===== config.mk =====
export PLATFORM = sky130hd
export DESIGN_NAME = trace_status_encoder
export DESIGN_NICKNAME = d
export VERILOG_FILES = /design/src/rtl/trace_enc_pkg.sv /design/src/rtl/trace_rst_sync.sv /design/src/rtl/trace_event_decode.sv /design/src/rtl/trace_nib_shift.sv /design/src/rtl/trace_status_encoder.sv
export SDC_FILE = /design/constraint.sdc
export NUM_CORES = 1
export LEC_CHECK = 0
export BUFFER_PORTS_ARGS = -buffer_cell sky130_fd_sc_hd__buf_2
export CAP_MARGIN = 0
export CORE_ASPECT_RATIO = 0.5
export CORE_MARGIN = 2
export CORE_UTILIZATION = 25
export DETAILED_ROUTE_END_ITERATION = 12
export PLACE_DENSITY = 0.44
export SETUP_SLACK_MARGIN = 0.3
export SLEW_MARGIN = 15
export SYNTH_ARGS = -nofsm -noshare
export SYNTH_HDL_FRONTEND = slang
export SYNTH_HIERARCHICAL = 1
export SYNTH_SLANG_ARGS = --single-unit

===== constraint.sdc =====
create_clock -name clk -period 4.5 [get_ports clk]
set_input_delay 0 -clock clk [delete_from_list [all_inputs] [get_ports clk]]
set_output_delay 0 -clock clk [all_outputs]
set_load 0.01 [all_outputs]

===== src/rtl/trace_enc_pkg.sv =====
package trace_enc_pkg;

  localparam int TRC_PAY_W = 32;
  localparam int TRC_CNT_W = 4;

  localparam logic [4:0] C_CONT  = 5'h00;
  localparam logic [4:0] C_INSN  = 5'h01;
  localparam logic [4:0] C_USER  = 5'h03;
  localparam logic [4:0] C_MARK  = 5'h04;
  localparam logic [4:0] C_FLOW  = 5'h05;
  localparam logic [4:0] C_XRET  = 5'h07;
  localparam logic [4:0] C_D1    = 5'h08;
  localparam logic [4:0] C_D2    = 5'h09;
  localparam logic [4:0] C_D4    = 5'h0B;
  localparam logic [4:0] C_A2    = 5'h0D;
  localparam logic [4:0] C_A3    = 5'h0E;
  localparam logic [4:0] C_RUN   = 5'h10;

  typedef enum logic [1:0] {ST_CODE, ST_MARK, ST_NIB} enc_state_e;

  typedef struct packed {
    logic                 valid;
    logic                 seq;
    logic [4:0]           code;
    logic                 has_mark;
    logic [4:0]           mark;
    logic [TRC_CNT_W-1:0] nnib;
    logic [TRC_PAY_W-1:0] payload;
  } trace_ev_t;

  function automatic logic [4:0] size_code(input logic [1:0] sz);
    case (sz)
      2'd0:    size_code = C_D1;
      2'd1:    size_code = C_D2;
      default: size_code = C_D4;
    endcase
  endfunction

  function automatic logic [TRC_CNT_W-1:0] size_nibs(input logic [1:0] sz);
    case (sz)
      2'd0:    size_nibs = TRC_CNT_W'(2);
      2'd1:    size_nibs = TRC_CNT_W'(4);
      default: size_nibs = TRC_CNT_W'(8);
    endcase
  endfunction

endpackage


===== src/rtl/trace_rst_sync.sv =====
module trace_rst_sync #(
  parameter int STAGES = 2
) (
  input  logic clk,
  input  logic rst_n,
  output logic rst_sync_n
);
  logic [STAGES-1:0] chain_q;

  always_ff @(posedge clk or negedge rst_n) begin
    if (!rst_n) chain_q <= '0;
    else        chain_q <= {chain_q[STAGES-2:0], 1'b1};
  end

  assign rst_sync_n = chain_q[STAGES-1];
endmodule


===== src/rtl/trace_event_decode.sv =====
module trace_event_decode
  import trace_enc_pkg::*;
#(
  parameter int ADDR_W = 24,
  parameter int DATA_W = TRC_PAY_W
) (
  input  logic              cfg_branch_en,
  input  logic              cfg_data_en,
  input  logic              ev_insn,
  input  logic              ev_branch,
  input  logic [ADDR_W-1:0] br_target,
  input  logic              br_wide,
  input  logic              ev_sync,
  input  logic              ev_xret,
  input  logic              ev_user,
  input  logic              ev_mark,
  input  logic              mark_write,
  input  logic [1:0]        mark_size,
  input  logic [DATA_W-1:0] mark_data,
  input  logic              ev_bus,
  input  logic [1:0]        bus_size,
  input  logic [DATA_W-1:0] bus_data,
  output trace_ev_t         ev_o
);
  localparam int NIB_NARROW = 4;
  localparam int NIB_WIDE   = 6;

  // Fixed priority: marker, branch, sync, xret, user, bus, instruction
  always_comb begin
    ev_o = '0;
    if (ev_mark) begin
      ev_o.valid = 1'b1;
      ev_o.code  = C_MARK;
      if (mark_write) begin
        ev_o.has_mark = 1'b1;
        ev_o.mark     = size_code(mark_size);
        ev_o.nnib     = size_nibs(mark_size);
        ev_o.payload  = TRC_PAY_W'(mark_data);
      end
    end else if (ev_branch) begin
      ev_o.valid = 1'b1;
      ev_o.code  = C_FLOW;
      if (cfg_branch_en) begin
        ev_o.has_mark = 1'b1;
        ev_o.mark     = br_wide ? C_A3 : C_A2;
        ev_o.nnib     = br_wide ? TRC_CNT_W'(NIB_WIDE) : TRC_CNT_W'(NIB_NARROW);
        ev_o.payload  = TRC_PAY_W'(br_target >> 1);
      end
    end else if (ev_sync) begin
      ev_o.valid = 1'b1;
      ev_o.code  = C_FLOW;
    end else if (ev_xret) begin
      ev_o.valid = 1'b1;
      ev_o.code  = C_XRET;
    end else if (ev_user) begin
      ev_o.valid = 1'b1;
      ev_o.code  = C_USER;
    end else if (ev_bus && cfg_data_en) begin
      ev_o.valid   = 1'b1;
      ev_o.code    = size_code(bus_size);
      ev_o.nnib    = size_nibs(bus_size);
      ev_o.payload = TRC_PAY_W'(bus_data);
    end else if (ev_insn) begin
      ev_o.valid = 1'b1;
      ev_o.seq   = 1'b1;
      ev_o.code  = C_INSN;
    end
  end
endmodule


===== src/rtl/trace_nib_shift.sv =====
module trace_nib_shift #(
  parameter int W  = 32,
  parameter int CW = 4
) (
  input  logic          clk,
  input  logic          rst_n,
  input  logic          load,
  input  logic [W-1:0]  load_val,
  input  logic [CW-1:0] load_cnt,
  input  logic          adv,
  output logic [3:0]    nib_o,
  output logic          last_o
);
  logic [W-1:0]  sh_q, sh_n;
  logic [CW-1:0] cnt_q, cnt_n;
  logic          en;

  always_comb begin
    sh_n  = sh_q;
    cnt_n = cnt_q;
    if (load) begin
      sh_n  = load_val;
      cnt_n = load_cnt;
    end else if (adv) begin
      sh_n  = sh_q >> 4;
      cnt_n = cnt_q - CW'(1);
    end
  end

  assign en = load | adv;

  always_ff @(posedge clk or negedge rst_n) begin
    if (!rst_n) begin
      sh_q  <= '0;
      cnt_q <= '0;
    end else if (en) begin
      sh_q  <= sh_n;
      cnt_q <= cnt_n;
    end
  end

  assign nib_o  = sh_q[3:0];
  assign last_o = (cnt_q == CW'(1));
endmodule


===== src/rtl/trace_status_encoder.sv =====
module trace_status_encoder
  import trace_enc_pkg::*;
#(
  parameter int ADDR_W   = 24,
  parameter int DATA_W   = TRC_PAY_W,
  parameter int RUN_MAX  = 16,
  parameter bit COMPRESS = 1'b1
) (
  input  logic              clk,
  input  logic              rst_n,
  input  logic              cfg_branch_en,
  input  logic              cfg_data_en,
  input  logic              ev_insn,
  input  logic              ev_cont,
  input  logic              ev_branch,
  input  logic [ADDR_W-1:0] br_target,
  input  logic              br_wide,
  input  logic              ev_sync,
  input  logic              ev_xret,
  input  logic              ev_user,
  input  logic              ev_mark,
  input  logic              mark_write,
  input  logic [1:0]        mark_size,
  input  logic [DATA_W-1:0] mark_data,
  input  logic              ev_bus,
  input  logic [1:0]        bus_size,
  input  logic [DATA_W-1:0] bus_data,
  output logic [4:0]        status_code,
  output logic [3:0]        dbg_nib,
  output logic              dbg_nib_vld
);
  localparam int RUN_CW = $clog2(RUN_MAX);

  logic       rst_i_n;
  trace_ev_t  ev_in, src, hold_q, hold_n;
  logic       hold_vld_q, hold_vld_n, hold_en;
  enc_state_e st_q, st_n;
  logic [RUN_CW-1:0] run_q, run_n;
  logic [4:0] mark_q, mark_n;
  logic [4:0] code_q, code_n;
  logic [3:0] nib_q, nib_n;
  logic       vld_q, vld_n;
  logic       sh_load, sh_adv, sh_last;
  logic [3:0] sh_nib;
  logic       cont_seen;

  trace_rst_sync #(.STAGES(2)) u_rst (
    .clk(clk), .rst_n(rst_n), .rst_sync_n(rst_i_n)
  );

  trace_event_decode #(.ADDR_W(ADDR_W), .DATA_W(DATA_W)) u_dec (
    .cfg_branch_en(cfg_branch_en), .cfg_data_en(cfg_data_en),
    .ev_insn(ev_insn), .ev_branch(ev_branch), .br_target(br_target),
    .br_wide(br_wide), .ev_sync(ev_sync), .ev_xret(ev_xret),
    .ev_user(ev_user), .ev_mark(ev_mark), .mark_write(mark_write),
    .mark_size(mark_size), .mark_data(mark_data), .ev_bus(ev_bus),
    .bus_size(bus_size), .bus_data(bus_data), .ev_o(ev_in)
  );

  trace_nib_shift #(.W(TRC_PAY_W), .CW(TRC_CNT_W)) u_shift (
    .clk(clk), .rst_n(rst_i_n), .load(sh_load), .load_val(src.payload),
    .load_cnt(src.nnib), .adv(sh_adv), .nib_o(sh_nib), .last_o(sh_last)
  );

  // A continuation cycle reports the same code as an idle cycle
  assign cont_seen = ev_cont;

  assign src = hold_vld_q ? hold_q : ev_in;

  always_comb begin
    st_n       = st_q;
    run_n      = run_q;
    hold_n     = hold_q;
    hold_vld_n = hold_vld_q;
    mark_n     = mark_q;
    code_n     = C_CONT;
    nib_n      = 4'h0;
    vld_n      = 1'b0;
    sh_load    = 1'b0;
    sh_adv     = 1'b0;
    unique case (st_q)
      ST_CODE: begin
        if (hold_vld_q) begin
          hold_n     = ev_in;
          hold_vld_n = ev_in.valid;
        end
        if (src.valid) begin
          if (src.seq) begin
            if (!COMPRESS) begin
              code_n = C_INSN;
            end else if (run_q == RUN_CW'(RUN_MAX - 1)) begin
              code_n = C_RUN + 5'(run_q);
              run_n  = '0;
            end else begin
              run_n = run_q + RUN_CW'(1);
            end
          end else if (run_q != '0) begin
            code_n     = C_RUN + 5'(run_q) - 5'd1;
            run_n      = '0;
            hold_n     = src;
            hold_vld_n = 1'b1;
          end else begin
            code_n = src.code;
            if (src.nnib != '0) begin
              sh_load = 1'b1;
              mark_n  = src.mark;
              st_n    = src.has_mark ? ST_MARK : ST_NIB;
            end
          end
        end else if (cont_seen) begin
          code_n = C_CONT;
        end
      end
      ST_MARK: begin
        code_n = mark_q;
        st_n   = ST_NIB;
        if (ev_in.valid && !hold_vld_q) begin
          hold_n     = ev_in;
          hold_vld_n = 1'b1;
        end
      end
      ST_NIB: begin
        vld_n  = 1'b1;
        nib_n  = sh_nib;
        sh_adv = 1'b1;
        if (sh_last) st_n = ST_CODE;
        if (ev_in.valid && !hold_vld_q) begin
          hold_n     = ev_in;
          hold_vld_n = 1'b1;
        end
      end
      default: st_n = ST_CODE;
    endcase
  end

  assign hold_en = hold_vld_n | hold_vld_q;

  always_ff @(posedge clk or negedge rst_i_n) begin
    if (!rst_i_n) begin
      st_q       <= ST_CODE;
      run_q      <= '0;
      mark_q     <= C_CONT;
      code_q     <= C_CONT;
      nib_q      <= 4'h0;
      vld_q      <= 1'b0;
      hold_vld_q <= 1'b0;
      hold_q     <= '0;
    end else begin
      st_q       <= st_n;
      run_q      <= run_n;
      mark_q     <= mark_n;
      code_q     <= code_n;
      nib_q      <= nib_n;
      vld_q      <= vld_n;
      hold_vld_q <= hold_vld_n;
      if (hold_en) hold_q <= hold_n;
    end
  end

  assign status_code = code_q;
  assign dbg_nib     = nib_q;
  assign dbg_nib_vld = vld_q;
endmodule


==> results.cfg <==
[floorplan]
ioPinCount = 116
die_height_um = 123
core_region_area_um2 = 27700
rows = 43
chipWidth_um = 242
initial_core_util = 0.255
die_area_um2 = 29700

[drt]
antenna_left = 0
routed_wl_mm = 22.4
viasPerCell = 5.19
drtPass1Iterations = 4
first_iter_violations = 458
vias = 6122
avgRoutedWirePerCell_um = 19.0
drc = 0

[setup_path]
reg2reg_setup_slack_ns = 1.60
r2r_cells = 7
critPathLaunchType = flop
startpoint = run_q[0]
endpoint = mark_q[0]
timing.rr.start = run_q[0]
required_ns = 4.74
end_kind = flop
worstSetupPathType = flop to flop
r2r-end = mark_q[0]
critPathArrivalTime_ns = 3.14
worstPathMaxFanout = 76

[clocking]
clk_pin_slew_worst_paths_ns = 0.08
cts_tree = done
cts_buffers = 9
clockBufferDepth = 2
htreeDepth = 3
cts_resized = 0
clk_latency_ns = 0.36
cts_root_buf = clkbuf_16
clock_sinks = 109

[synth]
yosysWarnings = 6
syn-cell-area_um2 = 7050
synth-simple-area-share = 0.130
synthCells = 731
synthMuxAreaShare = 0.133
synth_xor_area_frac = 0.00497
synth_top_family_by_area = compound AO/OA/AOI/OAI gates
yosysUniqueCellTypes = 60
synth_compound_area_frac = 0.258
synth-seq-cells = 109
ys_seq_area_frac = 0.387
synth.avg_cell_area_um2 = 9.65
synth-async-reset-ratio = 1.00
synth_edf_count = 0
ys.flop_type = dfrtp_1
synthAdderAreaFrac = 0.0142

[run]
maxCapViolations = 0

[worst_hold_path]
hold_class = input pin to flop

[sta]
setup_viol = 0
rsz0062_at_grt = no
worst_slack_ns = 1.60
slew-limit-headroom = 0.353
fmax_mhz = 345
finalClockSkew_ns = 0.0122
tns_ns = 0
hold_viol = 0
worst_pin_slew_ns = 0.971
fin_crit_ns = 2.90
post-route-period-util = 0.644
final_max_slew_viol_count = 0

[pwr]
cellPowerDensity_nw_per_um2 = 620
worst_ir_drop_vdd_uv = 351
p_leak_nw = 3.49
total_power_mw = 5.04

[global_route]
grt_max_degree = 77
grt_usage = 0.155
grt.overflow.total = 0
grt_pass1_vias = 6423
grt_pass1_wl_mm = 36.4
antenna_found_initial = 1

[layout]
nNetsFinal = 907
drive_gt1_frac = 0.294
mostFrequentLayoutCell = buf_2
num_antenna_cells = 0
mostFrequentLayoutCells = 113 x buf_2, 107 x dfrtp_1, 94 x o211ai_1
final_area_um2 = 8130
area_growth_pct = 15.2

[place]
dp_slack_ns = 1.60
dpl.hpwl_mm = 14.2
io_buffers = 113
placed_area_um2 = 7800
gp_congestion = 0.770

[run_status]
outcome = complete, no violations
[layer usage]
metal / GRT usage / wire length [um]
met5: 0 / 11
met3: 0.0260 / 583
met1: 0.204 / 10700
met2: 0.269 / 10800
met4: 0.0357 / 238
[cell usage after synthesis (2+ instances only)]
master / count / area, um2
buf_4: 14 / 105
nor4b_1: 2 / 17.5
nand3_1: 52 / 260
mux2_2: 49 / 552
a32o_1: 2 / 20.0
o21ai_1: 19 / 95.1
nand2b_1: 6 / 37.5
conb_1: 2 / 7.51
nand2_1: 48 / 180
nor4_1: 4 / 25.0
o21a_1: 2 / 15.0
nor3b_1: 2 / 15.0
xor2_1: 3 / 26.3
nor3_4: 2 / 32.5
and2_1: 6 / 37.5
nor3_1: 7 / 35.0
o211a_1: 2 / 20.0
buf_2: 17 / 85.1
dfrtp_1: 109 / 2730
o211ai_1: 94 / 706
mux2i_1: 35 / 350
and3_1: 24 / 150
nor2_1: 9 / 33.8
a22o_1: 13 / 114
buf_6: 11 / 124
inv_1: 11 / 41.3
a21oi_1: 8 / 40.0
a21o_1: 2 / 15.0
ha_1: 8 / 100
clkbuf_1: 39 / 146
nor2b_1: 2 / 12.5
a221o_2: 23 / 259
o21ai_0: 75 / 375
a22oi_1: 3 / 22.5
[cell families after synthesis]
group | count (synthesis)
adder cells (fa/ha/maj) | 8
AO/OA/AOI/OAI | 258
XOR/XNOR | 4
flip-flops | 109
other | 2
AND/OR/NAND/NOR | 171
multiplexers | 86
buffers and inverters | 93
[flip-flops by register name, summed over array words and instances, names as in the netlist, 2 cells and up]
signal         cells
dbg_nib            4
hold_q            49
mark_q             5
run_q              4
st_q               2
status_code        5
u_rst/chain_q      2
u_shift/cnt_q      4
u_shift/sh_q      32
[where the power goes]
part	switching (mW)	total [mW]	leakage [nW]	internal, mW
logic	1.65	2.59	1.91	0.942
clock network	0.410	0.850	0.144	0.440
registers	0.244	1.60	1.43	1.36
total	2.30	5.04	3.49	2.74
[through the flow]
stage / utilization / std cells / hold WS (ns)
3_3_place_gp: 0.282 / 1162 / -0.212
6_report: 0.293 / 1180 / 0.0559
5_1_grt: 0.293 / 1180 / 0.0606
4_1_cts: 0.293 / 1180 / 0.0383
3_5_place_dp: 0.282 / 1162 / -0.212
2_1_floorplan: - / 733 / -0.296
[how the worst min path moves through the flow]
stage,startpoint,endpoint,slack [ns],cells past startpoint
after detailed placement,rst_n,u_rst/chain_q[0],-0.21,1
after global routing,bus_data[15],hold_q[15],0.06,4
after floorplan,rst_n,u_rst/chain_q[0],-0.30,0
after global placement,rst_n,u_rst/chain_q[0],-0.21,1
after CTS,bus_data[15],hold_q[15],0.04,4
final,bus_data[15],hold_q[15],0.06,4
[repair_timing]
action                                 4_1_cts  5_1_grt
endpoints found under the hold margin        2        0
setup buffers                                0        0
hold buffers                                 2        0
[layout make-up]
type,count,area (um2)
clock inverter,7,78.8
multi-input combinational,531,3850
clock buffer,9,225
sequential,109,2730
timing repair buffer,131,718
inverter,11,41.3
tap,382,478
fill,2927,19600
[critical path: stages, from the launching register on]
cell	delay (ns)
dfrtp_1	0.47
inv_1	0.13
ha_1	0.19
nor3b_2	0.69
nand2_1	0.33
nor3_4	0.27
buf_12	0.29
mux2_2	0.37
No activity file was read; power rests on OpenSTA's default activity.
